`src/rtl/cmd_status_pkg.sv`:
```
package cmd_status_pkg;
  localparam int BYTE_W  = 8;
  localparam int FRAME_W = 2 * BYTE_W;
  localparam int RES_W   = 16;

  typedef enum logic [BYTE_W-1:0] {
    CMD_MS   = 8'h80,
    CMD_DIR  = 8'h81,
    CMD_DAT  = 8'h82,
    CMD_MUTE = 8'h83,
    CMD_OPT  = 8'h85,
    CMD_ST1  = 8'h90,
    CMD_ST2  = 8'h91,
    CMD_RES  = 8'h92,
    CMD_PIO  = 8'h93
  } cmd_e;

  typedef enum logic [1:0] {
    CMP_4B   = 2'd0,
    CMP_5B   = 2'd1,
    CMP_6B   = 2'd2,
    CMP_FULL = 2'd3
  } comp_e;

  // Select a mode only when exactly one bit is set; anything else falls back to 6-bit
  function automatic comp_e decode_comp(input logic [3:0] oh);
    case (oh)
      4'b0001: return CMP_4B;
      4'b0010: return CMP_5B;
      4'b1000: return CMP_FULL;
      default: return CMP_6B;
    endcase
  endfunction
endpackage

```
`src/rtl/sp_sync.sv`:
```
module sp_sync #(
  parameter int W      = 1,
  parameter int STAGES = 2
) (
  input  logic         clk,
  input  logic         rst_n,
  input  logic [W-1:0] din,
  output logic [W-1:0] dout
);
  logic [STAGES-1:0][W-1:0] stg_q;

  always_ff @(posedge clk or negedge rst_n) begin
    if (!rst_n) stg_q <= '0;
    else        stg_q <= {stg_q[STAGES-2:0], din};
  end

  assign dout = stg_q[STAGES-1];
endmodule

```
`src/rtl/sp_rst_filter.sv`:
```
module sp_rst_filter #(
  parameter int LIMIT = 65
) (
  input  logic clk,
  input  logic raw_n,
  output logic rst_n
);
  localparam int CW = $clog2(LIMIT + 1);
  localparam logic [CW-1:0] LIM_V = CW'(LIMIT);

  logic [CW-1:0] cnt_q, cnt_d;
  logic          rst_q;

  always_comb begin
    cnt_d = cnt_q;
    if (raw_n)               cnt_d = '0;
    else if (cnt_q != LIM_V) cnt_d = cnt_q + 1'b1;
  end

  // The filter produces the reset, so it has none of its own
  always_ff @(posedge clk) begin
    cnt_q <= cnt_d;
    rst_q <= (cnt_d != LIM_V);
  end

  assign rst_n = rst_q;
endmodule

```
`src/rtl/sp_ferr_detect.sv`:
```
module sp_ferr_detect (
  input  logic [1:0] mode,
  input  logic       fclk_now,
  input  logic       fclk_prev,
  input  logic       err,
  output logic       set_o
);
  always_comb begin
    case (mode)
      2'b00:   set_o = fclk_prev & ~fclk_now & ~err;
      2'b01:   set_o = ~fclk_prev & fclk_now & ~err;
      2'b10:   set_o = ~err;
      default: set_o = err;
    endcase
  end
endmodule

```
`src/rtl/cmd_status_port.sv`:
```
module cmd_status_port
  import cmd_status_pkg::*;
#(
  parameter int PORT_W      = 5,
  parameter int FILT_CYCLES = 65,
  parameter int SYNC_STAGES = 2
) (
  input  logic              clk,
  input  logic              rst_in_n,
  input  logic              sclk,
  input  logic              sdata,
  input  logic              sload,
  output logic              sense,
  input  logic              fr_clk,
  input  logic              fr_err,
  input  logic              ovf_evt,
  input  logic              bovf_evt,
  input  logic              dstop_evt,
  input  logic              cmp_busy,
  input  logic              enc_halt,
  input  logic [3:0]        mem_state,
  input  logic [RES_W-1:0]  resid,
  input  logic [PORT_W-1:0] port_pin,
  output logic [PORT_W-1:0] port_oe,
  output logic [PORT_W-1:0] port_drv,
  output logic [7:0]        ms_ctrl,
  output logic              mute,
  output logic              cmp12,
  output logic [1:0]        mem_cfg,
  output logic [1:0]        ferr_mode,
  output logic [1:0]        comp_sel
);
  localparam int PAD_W = BYTE_W - PORT_W;
  localparam int LOW_W = RES_W - BYTE_W;

  logic                rst_n_int;
  logic [4:0]          pin_s;
  logic                sclk_s, sdata_s, sload_s, fclk_s, ferr_s;
  logic [2:0]          prev_q;
  logic                sclk_rise, sclk_fall, ld_evt, ferr_set;
  logic [FRAME_W-1:0]  shin_q, shin_d;
  logic [RES_W-1:0]    shout_q, shout_d;
  logic [BYTE_W-1:0]   cmd_b, dat_b;
  logic [7:0]          ms_q, ms_d, opt_q, opt_d;
  logic [PORT_W-1:0]   oe_q, oe_d, dat_q, dat_d, pio_rd;
  logic                mute_q, mute_d, cmp12_q, cmp12_d;
  logic                ferr_q, ferr_d, ovf_q, ovf_d, bovf_q, bovf_d, dstop_q, dstop_d;
  logic [BYTE_W-1:0]   st1, st2, st4;

  sp_rst_filter #(.LIMIT(FILT_CYCLES)) u_rst (
    .clk(clk), .raw_n(rst_in_n), .rst_n(rst_n_int)
  );

  sp_sync #(.W(5), .STAGES(SYNC_STAGES)) u_sync (
    .clk(clk), .rst_n(rst_n_int),
    .din({fr_err, fr_clk, sload, sdata, sclk}), .dout(pin_s)
  );
  assign {ferr_s, fclk_s, sload_s, sdata_s, sclk_s} = pin_s;

  assign sclk_rise = sclk_s & ~prev_q[0];
  assign sclk_fall = ~sclk_s & prev_q[0];
  assign ld_evt    = sload_s & ~prev_q[1];

  sp_ferr_detect u_fd (
    .mode(opt_q[5:4]), .fclk_now(fclk_s), .fclk_prev(prev_q[2]),
    .err(ferr_s), .set_o(ferr_set)
  );

  // Port readback: pin level for inputs, driven data for outputs
  for (genvar g = 0; g < PORT_W; g++) begin : g_pio
    assign pio_rd[g]   = oe_q[g] ? dat_q[g] : port_pin[g];
    assign port_drv[g] = oe_q[g] & dat_q[g];
  end

  assign cmd_b = shin_q[BYTE_W-1:0];
  assign dat_b = shin_q[FRAME_W-1:BYTE_W];
  assign st1   = {ferr_q, ovf_q, bovf_q, 1'b0, cmp_busy, enc_halt, dstop_q, 1'b0};
  assign st2   = {mem_state, 4'b0000};
  assign st4   = {{PAD_W{1'b0}}, pio_rd};

  always_comb begin
    shin_d  = sclk_rise ? {shin_q[FRAME_W-2:0], sdata_s} : shin_q;
    shout_d = sclk_fall ? {shout_q[RES_W-2:0], 1'b0} : shout_q;
    ms_d    = ms_q;
    opt_d   = opt_q;
    oe_d    = oe_q;
    dat_d   = dat_q;
    mute_d  = mute_q;
    cmp12_d = cmp12_q;
    ferr_d  = ferr_q | ferr_set;
    ovf_d   = ovf_q | ovf_evt;
    bovf_d  = bovf_q | bovf_evt;
    dstop_d = dstop_q | dstop_evt;
    if (ld_evt) begin
      case (cmd_b)
        CMD_MS:   ms_d  = dat_b;
        CMD_DIR:  oe_d  = dat_b[PORT_W-1:0];
        CMD_DAT:  dat_d = dat_b[PORT_W-1:0];
        CMD_MUTE: begin
          mute_d  = dat_b[7];
          cmp12_d = dat_b[6];
        end
        CMD_OPT:  opt_d = dat_b;
        CMD_ST1: begin
          shout_d = {st1, {LOW_W{1'b0}}};
          ferr_d  = 1'b0;
          ovf_d   = 1'b0;
          bovf_d  = 1'b0;
          dstop_d = 1'b0;
        end
        CMD_ST2:  shout_d = {st2, {LOW_W{1'b0}}};
        CMD_RES:  shout_d = resid;
        CMD_PIO:  shout_d = {st4, {LOW_W{1'b0}}};
        default:  ;
      endcase
    end
  end

  always_ff @(posedge clk or negedge rst_n_int) begin
    if (!rst_n_int) begin
      prev_q  <= '0;
      shin_q  <= '0;
      shout_q <= '0;
      ms_q    <= '0;
      opt_q   <= 8'h04;
      oe_q    <= '0;
      dat_q   <= '0;
      mute_q  <= 1'b0;
      cmp12_q <= 1'b0;
      ferr_q  <= 1'b0;
      ovf_q   <= 1'b0;
      bovf_q  <= 1'b0;
      dstop_q <= 1'b0;
    end else begin
      prev_q  <= {fclk_s, sload_s, sclk_s};
      shin_q  <= shin_d;
      shout_q <= shout_d;
      ms_q    <= ms_d;
      opt_q   <= opt_d;
      oe_q    <= oe_d;
      dat_q   <= dat_d;
      mute_q  <= mute_d;
      cmp12_q <= cmp12_d;
      ferr_q  <= ferr_d;
      ovf_q   <= ovf_d;
      bovf_q  <= bovf_d;
      dstop_q <= dstop_d;
    end
  end

  assign sense     = shout_q[RES_W-1];
  assign port_oe   = oe_q;
  assign ms_ctrl   = ms_q;
  assign mute      = mute_q;
  assign cmp12     = cmp12_q;
  assign mem_cfg   = opt_q[7:6];
  assign ferr_mode = opt_q[5:4];
  assign comp_sel  = decode_comp(opt_q[3:0]);
endmodule

```
`config.mk`:
```
export PLATFORM = sky130hd
export DESIGN_NAME = cmd_status_port
export DESIGN_NICKNAME = d
export VERILOG_FILES = /design/src/rtl/cmd_status_pkg.sv /design/src/rtl/sp_sync.sv /design/src/rtl/sp_rst_filter.sv /design/src/rtl/sp_ferr_detect.sv /design/src/rtl/cmd_status_port.sv
export SDC_FILE = /design/constraint.sdc
export NUM_CORES = 1
export LEC_CHECK = 0
export BUFFER_PORTS_ARGS = -buffer_cell sky130_fd_sc_hd__buf_2
export CAP_MARGIN = 10
export CORE_MARGIN = 3
export CORE_UTILIZATION = 55
export CTS_CLUSTER_DIAMETER = 80
export DETAILED_ROUTE_END_ITERATION = 12
export PLACE_DENSITY_LB_ADDON = 0.3
export SLEW_MARGIN = 25
export SYNTH_ARGS = -nofsm -noshare
export SYNTH_HDL_FRONTEND = slang
export SYNTH_SLANG_ARGS = --single-unit
```
`constraint.sdc`:
```
create_clock -name clk -period 2.85 [get_ports clk]
set_input_delay 0.57 -clock clk [delete_from_list [all_inputs] [get_ports clk]]
set_output_delay 0.57 -clock clk [all_outputs]
set_load 0.05 [all_outputs]
```
==> qor.yml, run 1 <==
synth:
  syn_inst: 285
  synth_area_leader_cell: "dfrtp_1"
  synth.area.top_cells: "dfrtp_1 (52%), mux2_2 (15%), dfxtp_1 (4.4%)"
  ys_warn_count: 0
  yosysMostFrequentCell: "dfrtp_1"
  ys_top_cells_by_count: "dfrtp_1 (76), mux2_2 (50), nand2_1 (17)"
  ys_ff_latch: 85
  synth_edf_count: 0
  ys_seq_area_share_pct: 57.4
  synth_fp_nets: 324
  ys_types: 44
  async_flop_share_pct: 90.6
  netlist.area_leader.share_pct: 52.3
  synth_area_um2: 3640
  synth_flop_cell: "dfrtp_1"
  syn_avg_cell_area_um2: 12.8
clock_network:
  cts_tree: "done"
  cts_sinks: 85
  cts_setup_buffers: 0
  cts_made_buffers: 9
  clock_path_buffers: 2
  htree_levels: 3
  root_buffer: "clkbuf_8"
  clock_latency_ns: 0.34
  post_cts_resized: 0
  cts_hold_buf: 0
  clk_pin_slew_ns: 0.08
drt:
  routedWlPerCell_um: 15.6
  via_per_inst: 5.57
  dr.pass1.iters: 4
  drc_errors: 0
  drtAntennaViolNets: 0
  first_iter_violations: 155
  drt-total-wl_um: 6710
  vias: 2388
grt:
  grt.met2_usage_pct: 29.5
  gr-total-overflow: 0
  grt_use_total_pct: 18.6
  grt.busiest_layer: "met2"
  met3_usage_pct: 4.45
  antenna_found_initial: 0
  grt_pass1_wl_um: 10900
  first_global_vias: 2245
  grt_max_degree: 78
  grt.met1_usage_pct: 25.0
worst_setup_path:
  critPathKind: "reg -> out"
  regToRegEndpoint: "u_rst.rst_n$_DFF_P_"
  arrival_ns: 1.41
  required_ns: 2.28
  crit_start: "opt_q[1]$_DFFE_PN0P_"
  worstReg2RegStart: "u_rst.cnt_q[0]$_DFF_P_"
  end_kind: "primary output"
  worst-r2r-setup-slack_ns: 0.93
  worst_setup_path_start_kind: "flip-flop"
  worst_r2r_path_depth: 6
  path_max_fanout: 3
power_and_ir_drop:
  power.density_nw_per_um2: 675
  p_seq_share_pct: 56.2
  intPower_mw: 2.03
  p_sw_share_pct: 28.3
  irDropWorstVdd_mv: 0.403
  p_switching_uw: 802
  p_comb_share_pct: 15.7
  p_leak_nw: 1.96
  clkPwrFrac_pct: 28.1
place:
  place.gp.congestion: 0.833
  io_buffers: 63
  placed_area_um2: 3990
  dp_hpwl_um: 4800
  dp.cells: 412
floorplan:
  die_height_um: 87.3
  floorplan.die.width_um: 87.3
  ios: 64
  core_um2: 6390
  rows: 29
  initial_core_util_pct: 57.0
  die_area_um2: 7620
sta:
  clock.fmax_mhz: 506
  setup_viol: 0
  worst_slew_margin_rel_pct: 51.1
  finalCriticalPeriod_ns: 1.98
  tns_ns: 0
  hold_viol_final: 0
  fin_crit_sh_pct: 69.3
  rsz0062_at_grt: "no"
  finClkSkew_ns: 0.0115
  slew_viol_final: 0
  tightest_slew_ns: 0.733
finish:
  diodes: 0
  post-route-cell-area_um2: 4190
  post-route-util_pct: 65.6
  stdcell_count: 429
  final_layout_size_suffix_gt1_share_pct: 39.2
  fin_nets: 386
  area_growth_syn_to_layout_pct: 15.2
status:
  status: "complete, no violations"
min_path:
  hp-class: "reg -> async"
job:
  cap_violations: 0
==> power by group through the flow <==
stage / sequential, mW / combinational [mW] / clock [mW]
5_1_grt: 1.62 / 0.487 / 0.869
3_5_place_dp: 1.61 / 0.441 / 0
6_report: 1.59 / 0.444 / 0.796
4_1_cts: 1.59 / 0.443 / 0.823
2_1_floorplan: 1.59 / 0.328 / 0
3_3_place_gp: 1.60 / 0.429 / 0
==> through the flow <==
| step | hold WS (ns) | setup WS (ns) | power, mW |
|---|---|---|---|
| global placement | 0.333 | 0.978 | 2.03 |
| finish | 0.192 | 0.874 | 2.83 |
| detailed placement | 0.336 | 0.937 | 2.05 |
| floorplan | 0.331 | 0.321 | 1.91 |
| CTS | 0.317 | 0.853 | 2.85 |
| global route | 0.236 | 0.812 | 2.98 |
==> worst max-delay path, cell delays in order (launching register included) <==
cell and delay (ns):
dfrtp_1 0.42, xnor2_1 0.13, or3_1 0.31, buf_2 0.22
==> registers in the layout, summed over array words and instances, names as in the netlist, 7 cells and up <==
name,count
ms_ctrl,8
shout_q,16
shin_q,16
opt_q,8
u_rst.cnt_q,7
==> worst max-delay path by stage <==
| stage | end | slack (ns) | cells after the start |
|---|---|---|---|
| 2_1_floorplan | bovf_q$_DFF_PN0_ | 0.32 | 0 |
| 3_3_place_gp | u_rst.rst_n$_DFF_P_ | 0.98 | 6 |
| 3_5_place_dp | u_rst.rst_n$_DFF_P_ | 0.94 | 6 |
| 4_1_cts | comp_sel[1] | 0.85 | 3 |
| 5_1_grt | comp_sel[1] | 0.81 | 3 |
| 6_report | comp_sel[1] | 0.87 | 3 |
==> cell type report <==
type | count | area (um^2)
clock buffers | 12 | 135
clock inverters | 4 | 50.0
fillers | 506 | 2190
inverters | 2 | 7.51
multi-input cells | 183 | 1460
flip-flops and latches | 85 | 2090
well taps | 77 | 96.3
repair buffers | 66 | 350
==> placed cells by master, fill, tap and decap left out, types with 4 or more instances in the layout <==
| cell | netlist | routed |
|---|---|---|
| a211oi_1 | 7 | 7 |
| a21oi_1 | 11 | 11 |
| a32o_1 | 4 | 4 |
| and2_1 | 7 | 7 |
| buf_2 | 7 | 63 |
| clkbuf_8 | 0 | 9 |
| dfrtp_1 | 76 | 76 |
| dfxtp_1 | 8 | 7 |
| mux2_2 | 50 | 50 |
| mux2i_1 | 11 | 11 |
| nand2_1 | 17 | 17 |
| nor2_1 | 12 | 12 |
| nor2b_1 | 7 | 7 |
| nor3_1 | 5 | 5 |
| o21ai_0 | 10 | 10 |
| xnor2_1 | 6 | 6 |
==> cell families after synthesis <==
| logic type | synth area share [%] |
|---|---|
| DFF | 57.4 |
| and+or+nand+nor | 10.7 |
| muxes | 18.5 |
| AOI/OAI and AO/OA | 8.36 |
| buffers and inverters | 2.44 |
| xor gates and xnor gates | 1.93 |
| adders and majority gates | 0.688 |
==> per-layer routing <==
metal | part of all wire (%) | wire (um)
met4 | 1.2 | 82
met5 | 0 | 0
met1 | 45 | 2990
met3 | 6.8 | 457
met2 | 47 | 3180
(Power assumes the default switching activity.)
==> inputs of run 2 (changes only) <==
==> constraint.sdc (replaced) <==
create_clock -name clk -period 1.9 [get_ports clk]
set_input_delay 0.38 -clock clk [delete_from_list [all_inputs] [get_ports clk]]
set_output_delay 0.38 -clock clk [all_outputs]
set_load 0.05 [all_outputs]
==> run 2 against run 1 <==
  * Count of clock-buffer cells in the layout shrank 2
  * Die area stayed put
  * Register-to-register slack worse by 0.82 ns
  * Sequential share of layout area shrank 1.4 points
  * Via count up 2.5%
  * Worst hold slack lost 0.063 ns
  * Sequential power increased by 50%
  * Non-clock buffer count grew 6
  * Flip-flop and latch count did not move
  * Setup slack worse by 0.79 ns
  * Cell count is 1.4% higher
  * Global-route usage is 1.9 points higher
  * Largest power group unchanged
==> qor.yml, run 2 (synthesis gave the netlist of run 1 again) <==
grt:
  gr-total-overflow: 0  # unchanged
  grt_max_degree: 35  # -55%
  antenna_found_initial: 0  # unchanged
  grt_use_total_pct: 20.5  # +1.9 points
  first_global_vias: 2412  # +7.4%
  grt_pass1_wl_um: 11700  # +7.5%
power_and_ir_drop:
  power.density_nw_per_um2: 1070  # +58%
  irDropWorstVdd_mv: 1.00  # +150%
  p_leak_nw: 2.04  # +3.9%
  totalPowerFinal_mw: 4.62  # +63%
finish:
  final_common_cell: "dfrtp_1"
  most-common-layout-cells: "dfrtp_1 (76), buf_2 (63), mux2_2 (50), nand2_1 (17), nor2_1 (12)"
  diodes: 0  # unchanged
  stdcell_count: 435  # +1.4%
  reg_top3: "shin_q: 16 flops, shout_q: 16 flops"
  fin_nets: 392  # +1.6%
  area_growth_syn_to_layout_pct: 18.7
  nFillCells: 488  # -3.6%
  final_layout_size_suffix_gt1_share_pct: 41.9  # +2.7 points
drt:
  vias: 2447  # +2.5%
  via_per_inst: 5.63  # +1.1%
  drc_errors: 0  # unchanged
  drt-total-wl_um: 7140  # +6.4%
  drtAntennaViolNets: 0  # unchanged
  routed-wl-met3_um: 495  # +8.3%
  first_iter_violations: 169  # +9.0%
  met1_length_um: 3020  # +1.1%
  dr.max_layer_used: "met4"
  wl_met2_um: 3530  # +11%
  routedWlPerCell_um: 16.4  # +4.9%
  dr.pass1.iters: 5  # +1
worst_setup_path:
  crit_path_end: "comp_sel[1]"
  worst-r2r-setup-slack_ns: 0.11  # -0.82 ns
  required_ns: 1.52  # -0.76 ns
  slowest_delay_ns: 0.43  # about the same
  arrival_ns: 1.43  # +0.02 ns
  regToRegEndpoint: "ms_ctrl[6]$_DFFE_PN0P_"
  end_kind: "primary output"
  worst_r2r_path_depth: 5  # -1
  crit_start: "opt_q[1]$_DFFE_PN0P_"
  critPathSlowestCell: "dfrtp_1"
  cp_cell_sequence: "xnor2_1 -> or3_1 -> buf_2"
  worst_setup_path_start_kind: "flip-flop"
  critPathKind: "reg -> out"
  path_max_fanout: 3  # unchanged
  worstReg2RegStart: "shin_q[5]$_DFFE_PN0P_"
sta:
  rsz0062_at_grt: "yes"
  hold-worst-slack_ns: 0.130  # -0.0627 ns
  tns_ns: 0  # unchanged
  finClkSkew_ns: 0.00883  # -0.00263 ns
  slew_viol_final: 0  # unchanged
  clock.fmax_mhz: 552
  hold_viol_final: 0  # unchanged
  finalCriticalPeriod_ns: 1.81
  setup_viol: 0  # unchanged
  worst_slew_margin_rel_pct: 74.6  # +23 points
  tightest_slew_ns: 0.380  # -0.354 ns
  fin_crit_sh_pct: 95.4
floorplan:
  die_height_um: 87.3  # unchanged
  initial_core_util_pct: 57.0  # unchanged
  die_area_um2: 7620  # unchanged
  rows: 29  # unchanged
  floorplan.die.width_um: 87.3  # unchanged
  core_um2: 6390  # unchanged
  ios: 64  # unchanged
min_path:
  hp-class: "in -> reg"
clock_network:
  root_buffer: "clkbuf_8"
  cts_setup_buffers: 0  # unchanged
  cts_hold_buf: 0  # unchanged
  cts_sinks: 85  # unchanged
  clock_latency_ns: 0.36  # +0.02 ns
  htree_levels: 3  # unchanged
  cts_tree: "done"
  clk_pin_slew_ns: 0.08  # about the same
  cts_made_buffers: 9  # unchanged
  clock_path_buffers: 2  # unchanged
place:
  dp_hpwl_um: 5080  # +5.7%
  io_buffers: 63  # unchanged
  dp.cells: 419  # +1.7%
  place.gp.congestion: 0.851  # +2.2%
status:
  status: "complete, no violations"
job:
  cap_violations: 0  # unchanged
## run 2: layout make-up
cell class	count	area, um^2	area share, %
flip-flops and latches	85	2100	48.5
multi-input cells	183	1480	34.2
repair buffers	72	395	9.15
clock buffers	10	138	3.19
clock inverters	6	110	2.55
well taps	77	96.3	2.23
inverters	2	7.51	0.174
## run 2: power breakdown
part / switching (mW) / leakage, nW / internal (mW)
Combinational: 0.330 / 0.895 / 0.360
Sequential: 0.301 / 1.02 / 2.09
Clock: 0.633 / 0.119 / 0.906
Total: 1.26 / 2.04 / 3.35
## run 2: metrics by stage
step | util, % | setup WS, ns | cell area, um^2
2_1_floorplan | - | 0.0934 | 3640
3_3_place_gp | 63.5 | 0.155 | 4060
3_5_place_dp | 63.5 | 0.0484 | 4060
4_1_cts | 67.4 | 0.0313 | 4300
5_1_grt | 67.6 | -0.0158 | 4320
6_report | 67.6 | 0.0883 | 4320
## run 2: worst min path at each step
| stage | from | endpoint | slack, ns | cells past startpoint |
|---|---|---|---|---|
| final | sload | u_sync.stg_q[2]$_DFF_PN0_ | 0.13 | 1 |
| after global routing | sclk | u_sync.stg_q[0]$_DFF_PN0_ | 0.1 | 1 |
| after CTS | sload | u_sync.stg_q[2]$_DFF_PN0_ | 0.11 | 1 |
| after detailed placement | u_rst.rst_n$_DFF_P_ | shin_q[6]$_DFFE_PN0P_ | 0.16 | 0 |
| after global placement | u_rst.rst_n$_DFF_P_ | shin_q[6]$_DFFE_PN0P_ | 0.16 | 0 |
| after floorplan | u_sync.stg_q[0]$_DFF_PN0_ | u_sync.dout[0]$_DFF_PN0_ | 0.33 | 0 |
## run 2: worst max-delay path, delay by kind of cell, from the launching register on
family	cells	cell delay [ns]
buf+inv	1	0.22
flops	1	0.43
simple gates	1	0.30
xor+xnor	1	0.13
## run 2: layer usage
layer,GRT usage [%],vias up
li1,-,1157
met1,26.4,1227
met2,32.3,56
met3,7.38,7
met4,6.56,0
met5,0,-
## run 2: timing repair
action | 4_1_cts | 5_1_grt
endpoints found under the hold margin | 0 | 0
endpoints found under the setup margin | 0 | 7
gates resized for setup | 0 | 4
==> inputs of run 3 (changes only) <==
--- a/config.mk
+++ b/config.mk
@@ -11,6 +11,7 @@
 export CORE_UTILIZATION = 55
 export CTS_CLUSTER_DIAMETER = 80
 export DETAILED_ROUTE_END_ITERATION = 12
+export GPL_TIMING_DRIVEN = 0
 export PLACE_DENSITY_LB_ADDON = 0.3
 export SLEW_MARGIN = 25
 export SYNTH_ARGS = -nofsm -noshare
==> run 3 against run 2 <==
  * Worst hold slack improved by 0.012 ns
  * Register-to-register slack hardly changed
  * Non-clock buffer count grew 9
  * First-iteration DRC count is 43% lower
  * Clock skew increased by 0.0060 ns
  * Combinational power up 7.1%
  * Final area decreased by 0.67%
  * Power decreased by 8.9%
  * Critical path type is now reg -> reg
==> qor.yml, run 3 (synthesis gave the netlist of run 1 again) <==
min_path:
  hold_end: "u_sync.stg_q[0]$_DFF_PN0_"
  min_from: "sclk"
  hp-class: "in -> reg"
  min_path_cells: 1  # unchanged
sta:
  fin_crit_sh_pct: 94.4  # -0.96 points
  hold-worst-slack_ns: 0.142  # +0.0123 ns
  slew_viol_final: 0  # unchanged
  worst_slew_margin_rel_pct: 70.1  # -4.5 points
  setup_viol: 0  # unchanged
  finalCriticalPeriod_ns: 1.79  # -0.0182 ns
  hold_viol_final: 0  # unchanged
  finClkSkew_ns: 0.0148  # +0.00598 ns
  clock.fmax_mhz: 558  # +1.0%
  fin_ws_ns: 0.107  # +0.0182 ns
  tightest_slew_ns: 0.445  # +0.0656 ns
  rsz0062_at_grt: "yes"
clock_network:
  cts_tree: "done"
  htree_levels: 3  # unchanged
  cts_sinks: 85  # unchanged
  clock_path_buffers: 2  # unchanged
  clock_latency_ns: 0.35  # about the same
  root_buffer: "clkbuf_8"
  clk_pin_slew_ns: 0.07  # about the same
  cts_made_buffers: 9  # unchanged
place:
  placed_area_um2: 4070  # +0.40%
  pre_cts_ws_ns: -0.0470  # -0.0954 ns
  place.gp.congestion: 0.796  # -6.5%
  io_buffers: 62  # -1.6%
  dp_hpwl_um: 5230  # +3.0%
finish:
  fin_nets: 401  # +2.3%
  final_layout_size_suffix_gt1_share_pct: 42.8  # +0.88 points
  nFillCells: 476  # -2.5%
  reg_top3: "shin_q: 16 flops, shout_q: 16 flops"
  post-route-cell-area_um2: 4290  # -0.67%
  most-common-layout-cells: "dfrtp_1 (76), buf_2 (69), mux2_2 (50), nand2_1 (17), nor2_1 (12)"
  post-route-util_pct: 67.2  # -0.45 points
  final_common_cell: "dfrtp_1"
  diodes: 0  # unchanged
  area_growth_syn_to_layout_pct: 18.0
worst_setup_path:
  required_ns: 2.16  # +0.64 ns
  end_kind: "flip-flop"
  worstReg2RegStart: "shin_q[0]$_DFFE_PN0P_"
  regToRegEndpoint: "shout_q[10]$_DFF_PN0_"
  worst_setup_path_start_kind: "flip-flop"
  worst_r2r_path_depth: 5  # unchanged
  path_max_fanout: 10  # +7
  worst-r2r-setup-slack_ns: 0.11  # about the same
  arrival_ns: 2.05  # +0.62 ns
  critPathKind: "reg -> reg"
drt:
  routedWlPerCell_um: 16.3  # -0.45%
  first_iter_violations: 97  # -43%
  drtAntennaViolNets: 0  # unchanged
  drt-total-wl_um: 7260  # +1.6%
  via_per_inst: 5.48  # -2.5%
  vias: 2434  # -0.53%
  drc_errors: 0  # unchanged
  dr.pass1.iters: 5  # unchanged
grt:
  grt_use_total_pct: 19.8  # -0.70 points
  grt_max_degree: 46  # +31%
  met3_usage_pct: 5.49  # -1.9 points
  first_global_vias: 2379  # -1.4%
  grt.busiest_layer: "met2"
  gr-total-overflow: 0  # unchanged
  grt_pass1_wl_um: 11500  # -1.8%
  grt.met1_usage_pct: 25.3  # -1.1 points
  antenna_found_initial: 0  # unchanged
  grt.met2_usage_pct: 32.5  # +0.14 points
status:
  status: "complete, no violations"
floorplan:
  ios: 64  # unchanged
  floorplan.die.width_um: 87.3  # unchanged
  rows: 29  # unchanged
  die_area_um2: 7620  # unchanged
  initial_core_util_pct: 57.0  # unchanged
  core_um2: 6390  # unchanged
  die_height_um: 87.3  # unchanged
power_and_ir_drop:
  irDropWorstVdd_mv: 0.528  # -47%
  totalPowerFinal_mw: 4.21  # -8.9%
  p_leak_nw: 2.03  # -0.23%
  power.density_nw_per_um2: 981  # -8.3%
job:
  cap_violations: 0  # unchanged
run 3: changes by cell type in the layout (fill, tap and decap cells not counted), sizes merged:
cell,change
clkbuf,+6
buf,+5
clkinv,+3
clkinvlp,-2
bufinv,-3
run 3: how the worst max path moves through the flow:
stage / from / end / depth (start not counted)
floorplan: u_rst.cnt_q[0]$_DFF_P_ / u_rst.rst_n$_DFF_P_ / 6
global placement: u_rst.cnt_q[0]$_DFF_P_ / u_rst.rst_n$_DFF_P_ / 6
detailed placement: u_rst.cnt_q[0]$_DFF_P_ / u_rst.rst_n$_DFF_P_ / 6
CTS: u_rst.cnt_q[1]$_DFF_P_ / u_rst.rst_n$_DFF_P_ / 6
global route: shin_q[0]$_DFFE_PN0P_ / shout_q[10]$_DFF_PN0_ / 5
finish: shin_q[0]$_DFFE_PN0P_ / shout_q[10]$_DFF_PN0_ / 5
run 3: metrics by stage:
step                      std cells  TNS [ns]
after floorplan                 285         0
after global placement          424   -0.0236
after detailed placement        425   -0.0937
after CTS                       441         0
after global routing            444   -0.0348
final                           444         0
run 3: repair_timing:
action	4_1_cts	5_1_grt
endpoints found under the setup margin	3	15
buffers inserted	0	3
pin swaps	0	1
hold buffers	0	0
gates resized for setup	3	4
run 3: cell type report:
class	count	area (um^2)	share of cell area (%)
buffer	15	81.3	1.90
clock buffer	12	145	3.38
clock inverter	4	23.8	0.554
inverter	2	7.51	0.175
multi-input combinational	183	1490	34.6
sequential	85	2100	48.9
tap	77	96.3	2.25
timing repair buffer	66	353	8.22
run 3: critical path, stage by stage (launching register included):
cell and delay, ns:
dfrtp_1 0.35, buf_2 0.19, nor4_2 0.39, nor2b_2 0.41, a222oi_1 0.19, a21oi_1 0.19
run 3: routing by layer:
| layer | vias up | part of all wire [%] | routed length (um) |
|---|---|---|---|
| li1 | 1175 | - | - |
| met1 | 1196 | 44 | 3210 |
| met2 | 58 | 50 | 3600 |
| met3 | 5 | 5.2 | 374 |
| met4 | 0 | 0.96 | 70 |
| met5 | - | 0 | 0 |
run 3: power breakdown:
group / total (mW) / switching [mW] / internal [mW] / leakage (nW)
clock network: 1.10 / 0.592 / 0.507 / 0.0901
registers: 2.37 / 0.282 / 2.09 / 1.02
logic: 0.739 / 0.367 / 0.372 / 0.919
